<file path="src/rtl/tmr_pkg.sv">
package tmr_pkg;

    localparam int BUS_W   = 8;
    localparam int CNT_W   = 2 * BUS_W;
    localparam int N_CH    = 3;
    localparam int ADDR_W  = 4;
    localparam int SYNC_N  = 2;

    localparam logic [ADDR_W-1:0] A_CTRL   = 4'h0;
    localparam logic [ADDR_W-1:0] A_ACTION = 4'h1;
    localparam logic [ADDR_W-1:0] A_STROBE = 4'h2;
    localparam logic [ADDR_W-1:0] A_CNT_L  = 4'h4;
    localparam logic [ADDR_W-1:0] A_CNT_H  = 4'h5;
    localparam int                A_CMP0   = 6;
    localparam logic [ADDR_W-1:0] A_FLAGS  = 4'hC;

    typedef enum logic [1:0] {
        MODE_FREE     = 2'b00,
        MODE_CLR_ON_A = 2'b01,
        MODE_PWM_LO   = 2'b10,
        MODE_PWM_HI   = 2'b11
    } mode_e;

    typedef enum logic [1:0] {
        SRC_OFF      = 2'b00,
        SRC_TICK     = 2'b01,
        SRC_EXT_RISE = 2'b10,
        SRC_EXT_FALL = 2'b11
    } src_e;

    typedef enum logic [1:0] {
        ACT_NONE   = 2'b00,
        ACT_TOGGLE = 2'b01,
        ACT_LOW    = 2'b10,
        ACT_HIGH   = 2'b11
    } act_e;

    typedef struct packed {
        src_e  src;
        mode_e mode;
    } ctrl_t;

    function automatic logic is_pwm(mode_e m);
        return m[1];
    endfunction

    function automatic logic apply_act(act_e a, logic cur);
        case (a)
            ACT_TOGGLE: return ~cur;
            ACT_LOW:    return 1'b0;
            ACT_HIGH:   return 1'b1;
            default:    return cur;
        endcase
    endfunction

    function automatic logic [ADDR_W-1:0] cmp_lo(int ch);
        return ADDR_W'(A_CMP0 + 2 * ch);
    endfunction

    function automatic logic [ADDR_W-1:0] cmp_hi(int ch);
        return ADDR_W'(A_CMP0 + 2 * ch + 1);
    endfunction

endpackage

</file>
<file path="src/rtl/tmr_clk_src.sv">
module tmr_clk_src
    import tmr_pkg::*;
#(
    parameter int STAGES = SYNC_N
) (
    input  logic clk,
    input  logic rst,
    input  src_e src,
    input  logic tick_in,
    input  logic ext_pin,
    output logic tick
);

    logic [STAGES-1:0] sync_q;
    logic              prev_q;
    logic              pin_s;
    logic              rise;
    logic              fall;

    always_ff @(posedge clk) begin
        if (rst) begin
            sync_q <= '0;
            prev_q <= 1'b0;
        end else begin
            sync_q <= {sync_q[STAGES-2:0], ext_pin};
            prev_q <= sync_q[STAGES-1];
        end
    end

    assign pin_s = sync_q[STAGES-1];
    assign rise  = pin_s & ~prev_q;
    assign fall  = ~pin_s & prev_q;

    always_comb begin
        case (src)
            SRC_TICK:     tick = tick_in;
            SRC_EXT_RISE: tick = rise;
            SRC_EXT_FALL: tick = fall;
            default:      tick = 1'b0;
        endcase
    end

endmodule

</file>
<file path="src/rtl/tmr_regbus.sv">
module tmr_regbus
    import tmr_pkg::*;
#(
    parameter int BW = BUS_W,
    parameter int CW = CNT_W,
    parameter int NC = N_CH,
    parameter int AW = ADDR_W
) (
    input  logic                  clk,
    input  logic                  rst,
    input  logic                  wr,
    input  logic                  rd,
    input  logic [AW-1:0]         addr,
    input  logic [BW-1:0]         wdata,
    output logic [BW-1:0]         rdata,
    input  logic [CW-1:0]         cnt,
    input  logic [NC-1:0]         flags,
    output ctrl_t                 ctrl,
    output logic [NC-1:0][1:0]    act_sel,
    output logic [NC-1:0][CW-1:0] cmp_val,
    output logic [NC-1:0]         strobe,
    output logic [NC-1:0]         flag_clr,
    output logic                  cnt_wr,
    output logic [CW-1:0]         cnt_wdata
);

    localparam int ACT_W = 2 * NC;

    ctrl_t            ctrl_q;
    logic [ACT_W-1:0] act_q;
    logic [BW-1:0]    temp_q;
    logic [BW-1:0]    temp_d;
    logic [CW-1:0]    cmp_q [NC];

    always_ff @(posedge clk) begin
        if (rst) begin
            ctrl_q <= '0;
            act_q  <= '0;
            temp_q <= '0;
            for (int c = 0; c < NC; c++) cmp_q[c] <= '0;
        end else begin
            temp_q <= temp_d;
            if (wr && addr == A_CTRL)   ctrl_q <= ctrl_t'(wdata[3:0]);
            if (wr && addr == A_ACTION) act_q  <= wdata[ACT_W-1:0];
            for (int c = 0; c < NC; c++) begin
                if (wr && addr == cmp_lo(c)) cmp_q[c] <= {temp_q, wdata};
            end
        end
    end

    always_comb begin
        temp_d = temp_q;
        if (rd) begin
            if (addr == A_CNT_L) temp_d = cnt[CW-1:BW];
            for (int c = 0; c < NC; c++) begin
                if (addr == cmp_lo(c)) temp_d = cmp_q[c][CW-1:BW];
            end
        end
        if (wr) begin
            if (addr == A_CNT_H) temp_d = wdata;
            for (int c = 0; c < NC; c++) begin
                if (addr == cmp_hi(c)) temp_d = wdata;
            end
        end
    end

    always_comb begin
        rdata = '0;
        case (addr)
            A_CTRL:   rdata = BW'(ctrl_q);
            A_ACTION: rdata = BW'(act_q);
            A_CNT_L:  rdata = cnt[BW-1:0];
            A_CNT_H:  rdata = temp_q;
            A_FLAGS:  rdata = BW'(flags);
            default:  rdata = '0;
        endcase
        for (int c = 0; c < NC; c++) begin
            if (addr == cmp_lo(c)) rdata = cmp_q[c][BW-1:0];
            if (addr == cmp_hi(c)) rdata = temp_q;
        end
    end

    for (genvar c = 0; c < NC; c++) begin : g_ch
        assign act_sel[c]  = act_q[2*c +: 2];
        assign cmp_val[c]  = cmp_q[c];
        assign strobe[c]   = wr && (addr == A_STROBE) && wdata[BW-1-c];
        assign flag_clr[c] = wr && (addr == A_FLAGS) && wdata[c];
    end

    assign ctrl      = ctrl_q;
    assign cnt_wr    = wr && (addr == A_CNT_L);
    assign cnt_wdata = {temp_q, wdata};

endmodule

</file>
<file path="src/rtl/tmr_cmp_chan.sv">
module tmr_cmp_chan
    import tmr_pkg::*;
#(
    parameter int CW = CNT_W
) (
    input  logic          clk,
    input  logic          rst,
    input  logic          tick,
    input  logic          hold,
    input  logic [CW-1:0] cnt,
    input  logic [CW-1:0] cmp,
    input  logic [1:0]    act,
    input  logic          wave_en,
    input  logic          strobe,
    input  logic          flag_clr,
    output logic          match,
    output logic          wave,
    output logic          flag
);

    assign match = tick && !hold && (cnt == cmp);

    always_ff @(posedge clk) begin
        if (rst) begin
            wave <= 1'b0;
            flag <= 1'b0;
        end else begin
            if (wave_en && (strobe || match)) wave <= apply_act(act_e'(act), wave);
            if (match)         flag <= 1'b1;
            else if (flag_clr) flag <= 1'b0;
        end
    end

endmodule

</file>
<file path="src/rtl/tmr_core.sv">
module tmr_core
    import tmr_pkg::*;
#(
    parameter int BW = BUS_W,
    parameter int CW = CNT_W,
    parameter int NC = N_CH,
    parameter int AW = ADDR_W
) (
    input  logic          clk,
    input  logic          rst,
    input  logic          bus_wr,
    input  logic          bus_rd,
    input  logic [AW-1:0] bus_addr,
    input  logic [BW-1:0] bus_wdata,
    output logic [BW-1:0] bus_rdata,
    input  logic          tick_in,
    input  logic          ext_pin,
    output logic [NC-1:0] wave_out,
    output logic [NC-1:0] irq_flag
);

    ctrl_t                 ctrl;
    mode_e                 cur_mode;
    logic [NC-1:0][1:0]    act_sel;
    logic [NC-1:0][CW-1:0] cmp_val;
    logic [NC-1:0]         strobe;
    logic [NC-1:0]         flag_clr;
    logic [NC-1:0]         match;
    logic                  cnt_wr;
    logic [CW-1:0]         cnt_wdata;
    logic [CW-1:0]         count_q;
    logic                  hold_q;
    logic                  timer_tick;
    logic                  wave_en;

    assign cur_mode = ctrl.mode;
    assign wave_en  = !is_pwm(cur_mode);

    tmr_clk_src #(.STAGES(SYNC_N)) u_src (
        .clk     (clk),
        .rst     (rst),
        .src     (ctrl.src),
        .tick_in (tick_in),
        .ext_pin (ext_pin),
        .tick    (timer_tick)
    );

    tmr_regbus #(.BW(BW), .CW(CW), .NC(NC), .AW(AW)) u_regs (
        .clk       (clk),
        .rst       (rst),
        .wr        (bus_wr),
        .rd        (bus_rd),
        .addr      (bus_addr),
        .wdata     (bus_wdata),
        .rdata     (bus_rdata),
        .cnt       (count_q),
        .flags     (irq_flag),
        .ctrl      (ctrl),
        .act_sel   (act_sel),
        .cmp_val   (cmp_val),
        .strobe    (strobe),
        .flag_clr  (flag_clr),
        .cnt_wr    (cnt_wr),
        .cnt_wdata (cnt_wdata)
    );

    for (genvar c = 0; c < NC; c++) begin : g_chan
        tmr_cmp_chan #(.CW(CW)) u_chan (
            .clk      (clk),
            .rst      (rst),
            .tick     (timer_tick),
            .hold     (hold_q),
            .cnt      (count_q),
            .cmp      (cmp_val[c]),
            .act      (act_sel[c]),
            .wave_en  (wave_en),
            .strobe   (strobe[c]),
            .flag_clr (flag_clr[c]),
            .match    (match[c]),
            .wave     (wave_out[c]),
            .flag     (irq_flag[c])
        );
    end

    always_ff @(posedge clk) begin
        if (rst) begin
            count_q <= '0;
            hold_q  <= 1'b0;
        end else if (cnt_wr) begin
            count_q <= cnt_wdata;
            hold_q  <= 1'b1;
        end else if (timer_tick) begin
            hold_q  <= 1'b0;
            if (cur_mode == MODE_CLR_ON_A && match[0]) count_q <= '0;
            else                                      count_q <= count_q + CW'(1);
        end
    end

endmodule

</file>
<file path="config.mk">
export PLATFORM = sky130hd
export DESIGN_NAME = tmr_core
export DESIGN_NICKNAME = d
export VERILOG_FILES = /design/src/rtl/tmr_pkg.sv /design/src/rtl/tmr_clk_src.sv /design/src/rtl/tmr_regbus.sv /design/src/rtl/tmr_cmp_chan.sv /design/src/rtl/tmr_core.sv
export SDC_FILE = /design/constraint.sdc
export NUM_CORES = 1
export LEC_CHECK = 0
export ABC_CLOCK_PERIOD_IN_PS = 3450
export BUFFER_PORTS_ARGS = -buffer_cell sky130_fd_sc_hd__buf_2
export CAP_MARGIN = 20
export CORE_MARGIN = 5
export CORE_UTILIZATION = 55
export DETAILED_ROUTE_END_ITERATION = 6
export PLACE_DENSITY_LB_ADDON = 0.1
export SETUP_SLACK_MARGIN = 0.4
export SYNTH_ARGS = -nofsm -noshare
export SYNTH_HDL_FRONTEND = slang
export SYNTH_SLANG_ARGS = --single-unit
</file>
<file path="constraint.sdc">
create_clock -name clk -period 3.45 [get_ports clk]
set_input_delay 0.8625 -clock clk [delete_from_list [all_inputs] [get_ports clk]]
set_output_delay 0.8625 -clock clk [all_outputs]
set_load 0.02 [all_outputs]
</file>
# Yosys cells after proc, flatten, opt, wreduce, memory -nomap -nowiden
# Memories as Yosys holds them, arrays and structs flattened.
# Index checks and enable logic that the tools add are counted.
word_totals:
  register_bits: 44
  mem_bits_rw: 48
  in_bits: 18
  output_inout_bits: 14
  elab_cells: 137
  n_memories: 1
classes:
  n_addsub: 1
  eq_ne: 27
  n_mux: 46
  n_bitwise: 10
  n_reduce_logical: 38
memory_table:
  columns: ["memory", "depth", "word_bits", "rd", "rd_clocked_by_memory_dff", "write_ports", "line_no", "source"]
  rows:
  - ["u_regs.cmp_q", 3, 16, 3, 0, 3, "tmr_regbus.sv:33", "logic [CW-1:0] cmp_q [NC];"]
ops:
  columns: ["operator", "count"]
  rows:
  - ["$mux 8", 16]
  - ["$mux 16", 6]
  - ["$eq 16x16->1", 3]
  - ["$pmux 8 s5", 1]
  - ["$logic_and 1x1->1", 22]
  - ["$eq 4x4->1 const B", 5]
  - ["$mux 1", 19]
  - ["$add 16x1->16 const B", 1]
  - ["$eq 2x2->1 const B", 8]
  - ["$eq 4x3->1 const B", 4]
  - ["$pmux 1 s3", 4]
  - ["$eq 2x1->1 const B", 5]
  - ["$reduce_bool 3->1", 3]
  - ["$reduce_bool 2->1", 4]
  - ["$reduce_and 2->1", 3]
  - ["$not 1->1", 5]
  - ["$eq 4x1->1 const B", 1]
  - ["$eq 4x2->1 const B", 1]
  - ["$logic_not 4->1", 1]
  - ["$logic_or 1x1->1", 3]
  - ["$or 1x1->1", 3]
  - ["$and 1x1->1", 2]
  - ["$logic_not 1->1", 2]

# Logic depth before layout (Yosys ltp)
depth:
  depth_word: 11
  ltp_mapped: 8
  depth_no_buf: 6

# By module
# From an unflattened synthesis, not the netlist that was laid out.
hier_totals:
  hier_cells: 559
  hier_area_um2: 5600.4
modules_own_cells:
  columns: ["mod", "instances", "cells_per_inst", "area_each_um2", "seq_area_each_um2"]
  rows:
  - ["tmr_regbus", 1, 299, 3474.6, 1801.7]
  - ["tmr_core", 1, 136, 1106.1, 340.3]
  - ["tmr_cmp_chan", 3, 38, 302.8, 40.0]
  - ["tmr_clk_src", 1, 10, 111.4, 60.1]

# Worst setup path after synthesis
# OpenSTA, ideal clock, no wires.
synth_timing:
  kind: "input-to-output"
  startpoint: "in bus_addr[3]"
  endpoint: "out bus_rdata[3]"
  t_arrival_ps: 2276
  required_ps: 2588
  slack_ps: 312
  path_stages: 7
  n_path_buf: 3
  path_cell_list: "buf_2 -> nand2b_1 -> clkbuf_1 -> clkbuf_1 -> nor2_1 -> a222oi_1 -> nand3_1"
synth_between:
  elab_chain_cells: 8
  elab_cells_between_ends: 18
  cone_classes: "10 x eq/ne; 7 x mux; 1 x reduce/logical"
synth_lines:
  columns: ["item", "line_no", "source"]
  rows:
  - ["start, declared", "tmr_core.sv:13", "input logic [AW-1:0] bus_addr,"]
  - ["$eq 4x4->1 (tied with other cells)", "tmr_regbus.sv:69", "case (addr)"]
  - ["$pmux 8 s5", "tmr_regbus.sv:69", null]
  - ["$mux 8", "tmr_regbus.sv:78", "if (addr == cmp_lo(c)) rdata = cmp_q[c][BW-1:0];"]
  - ["$mux 8", "tmr_regbus.sv:79", "if (addr == cmp_hi(c)) rdata = temp_q;"]
  - ["$mux 8", "tmr_regbus.sv:78", null]
  - ["$mux 8", "tmr_regbus.sv:79", null]
  - ["$mux 8", "tmr_regbus.sv:78", null]
  - ["$mux 8 (*)", "tmr_regbus.sv:79", null]
  - ["end, declared", "tmr_core.sv:15", "output logic [BW-1:0] bus_rdata,"]
# Every way passes the cells marked *; elsewhere a longest branch is shown, timed or not.

# Worst setup path in the final report
layout_timing:
  startpoint: "in bus_addr[3]"
  endpoint: "out bus_rdata[7]"
# Same word-level chain as after synthesis.

==> reports/results.ini <==
[cts]
numCtsBuffers = 9
clk_pin_slew_ns = 0.09
htreeDepth = 3
root_buffer = clkbuf_8
cts_max_path_buffers = 2
cts.sinks = 92
clkLatencyLatePin_ns = 0.37
cts_tree = yes
cts_hold_buf = 0

[cells_and_area]
final_nets = 608
final_common_cell = nor2_1
layout_common_cells = 52 x nor2_1, 49 x xor2_1, 48 x nand2_1, 48 x edfxtp_1, 44 x dfxtp_1
syn_to_final_growth_pct = 11.4
drive_above_1_share_pct = 15.8
fillers = 849

[critical_path]
startpoint_type = input pin
ff2ff_path_depth = 5
max_stage_delay_ns = 0.38
reg2reg_slack_ns = 0.89
cpLargestDelayFamily = compound AO/OA/AOI/OAI gates
r2r-end = g_chan[2].u_chan.wave
cp-endpoint = bus_rdata[7]
critical_path_buf_inv_count = 3
cp_slowest_cell = nor4b_4
path_depth = 7
worstReg2RegStart = count_q[2]
crit_start = bus_addr[3]
crit_type = input pin to output port
path_cells = buf_12 -> buf_8 -> nor4b_4 -> a221o_1 -> a31oi_1 -> o221ai_2 -> buf_4
cp.required_ns = 2.59
path_max_fanout = 10
critPathArrivalTime_ns = 2.16
end_kind = output port

[logic_synthesis]
synth.cell_area_um2 = 5330
synth_seq_cells = 92
synthTopCellsByArea = edfxtp_1 27%, dfxtp_1 17%, xor2_1 8.0%
syn_inst = 569
async_reset_ff_share_pct = 0
syn_avg_cell_area_um2 = 9.37
postSynthNetCount = 588
ys_seq_area_share_pct = 43.5
yosys_warnings = 0
synth_ff_type = edfxtp_1
synth_enable_flop_cells = 48
synth_top_area_cell = edfxtp_1
synthDistinctLibCells = 63
synth_top_area_share_pct = 27.0

[place]
post-dp-hpwl_mm = 12.3
port_buffers = 31
post-place-ws_ns = 0.297
routabilityCongestion = 1.02

[power]
leakagePower_nw = 2.27
p_seq_share_pct = 55.8
pwr-share-comb_pct = 12.4
ir_drop_v = 0.000223
p_sw_share_pct = 27.1
power_switching_mw = 0.611
pwr-share-clk_pct = 31.8
powerDensity_nw_per_um2 = 379
p_int_mw = 1.64

[route]
drc = 0
routed_wl_mm = 17.0
first_pass_iters = 6
viasPerCell = 6.42
drtIter0Drc = 573
ant_nets = 0
vias = 4671
wl_per_cell_um = 23.3

[floorplan]
start_util_pct = 55.6
die_x_um = 108
coreArea_um2 = 9590
rows = 36
die_h_um = 108
io_pins = 32
die-area_um2 = 11800

[job]
max_cap_violations = 0

[global_routing]
grt_max_degree = 35
grt_pass1_wl_mm = 26.0
grt_usage_pct = 29.9
grt_pass1_vias = 4428
global_route.overflow_total = 0
antenna_found_initial = 0

[timing]
min_period_ns = 3.02
final.setup.worst_slack_ns = 0.426
maxSlewHeadroom_pct = 52.2
worstMarginPinSlew_ns = 0.711
max_freq_ghz = 0.331
setup_tns_ns = 0
layout_worst_path_cycle_share_pct = 87.7
drv_slew = 0
setup_viol = 0
rsz0062_at_grt = no
skew_ns = 0.0128
hold_viol_final = 0

[min_path]
hold_class = flop to flop

[status]
status = finished clean

==> kinds of logic after synthesis <==
group	synth area share (%)
XOR/XNOR	9.85
buffers and inverters	5.54
AO/OA/AOI/OAI	15.2
multiplexers	2.11
AND/OR/NAND/NOR	23.5
flip-flops	43.5
adder cells (fa/ha/maj)	0.235
==> cell type report <==
| class | count | area, µm² | share of cell area [%] |
|---|---|---|---|
| antenna | 1 | 2.50 | 0.0421 |
| clock buffer | 12 | 135 | 2.27 |
| clock inverter | 4 | 48.8 | 0.821 |
| inverter | 8 | 30.0 | 0.505 |
| multi-input combinational | 417 | 2770 | 46.6 |
| sequential | 92 | 2320 | 39.1 |
| tap | 133 | 166 | 2.80 |
| timing repair buffer | 61 | 468 | 7.88 |
==> worst register-to-register path: cells and delay by family, from the launching register on <==
| family | cells | cell delay, ns |
|---|---|---|
| DFF | 1 | 0.63 |
| AOI/OAI and AO/OA | 1 | 0.34 |
| and+or+nand+nor | 3 | 1.34 |
| xor gates and xnor gates | 1 | 0.15 |
==> flip-flops by register name, indices dropped and copies added (netlist names) <==
| name | count |
|---|---|
| g_chan.u_chan.wave | 3 |
| count_q | 16 |
| u_src.prev_q | 1 |
| u_src.sync_q | 2 |
| u_regs.cmp_q | 48 |
| u_regs.ctrl | 4 |
| hold_q | 1 |
| g_chan.u_chan.flag | 3 |
| u_regs.temp_q | 8 |
| u_regs.act_sel | 6 |
==> metal layers <==
metal  vias up  wire [µm]  GRT usage, %
met1      2260       7180          42.8
met4         0        507          11.4
met5         -          0             0
li1       2112          -             -
met3        42       1800          6.15
met2       257       7490          44.4
==> Yosys cell counts, types with 7 or more instances <==
cell       number
a31oi_1        14
nor2_1         55
nand2b_1       17
nand4_1         7
buf_2          11
nand2_1        48
nor4_1         13
or3_1          19
nand3_1        10
mux2i_1         9
buf_4           7
and2_1         18
o21ai_0        16
dfxtp_1        44
xnor2_1        11
inv_1           8
o2111ai_1       8
nor3_1          7
a22oi_1         8
a21oi_1        21
clkbuf_1       26
edfxtp_1       48
xor2_1         49
a311oi_1        8
==> stage by stage <==
step / utilization [%] / hold slack (ns) / instances / cell area (µm²) / power (mW)
6_report: 61.9 / 0.457 / 728 / 5940 / 2.25
5_1_grt: 61.9 / 0.472 / 727 / 5940 / 2.34
4_1_cts: 60.1 / 0.462 / 720 / 5770 / 2.23
3_5_place_dp: 58.1 / 0.441 / 704 / 5580 / 1.53
3_3_place_gp: 58.1 / 0.415 / 704 / 5580 / 1.53
2_1_floorplan: - / 0.414 / 569 / 5340 / 1.42
==> power groups by stage <==
stage | sequential (mW) | clock, mW | combinational [mW]
global placement | 1.28 | 0 | 0.247
floorplan | 1.25 | 0 | 0.169
CTS | 1.25 | 0.728 | 0.252
global route | 1.26 | 0.781 | 0.298
detailed placement | 1.28 | 0 | 0.250
finish | 1.26 | 0.716 | 0.279
==> what timing repair did <==
action | 4_1_cts | 5_1_grt
gates resized for setup | 3 | 29
pin swaps | 1 | 3
buffers inserted | 0 | 6
gates cloned | 0 | 1
endpoints found under the setup margin | 7 | 7
==> worst min-delay path by stage <==
stage / startpoint / slack (ns) / endpoint / cells after the start
after floorplan: u_src.sync_q[0] / 0.41 / u_src.sync_q[1] / 1
after global routing: u_src.sync_q[0] / 0.47 / u_src.sync_q[1] / 1
after detailed placement: u_src.sync_q[0] / 0.44 / u_src.sync_q[1] / 1
after CTS: u_src.sync_q[0] / 0.46 / u_src.sync_q[1] / 1
final: u_src.sync_q[0] / 0.46 / u_src.sync_q[1] / 1
after global placement: u_src.sync_q[0] / 0.42 / u_src.sync_q[1] / 1
(Power assumes the default switching activity.)
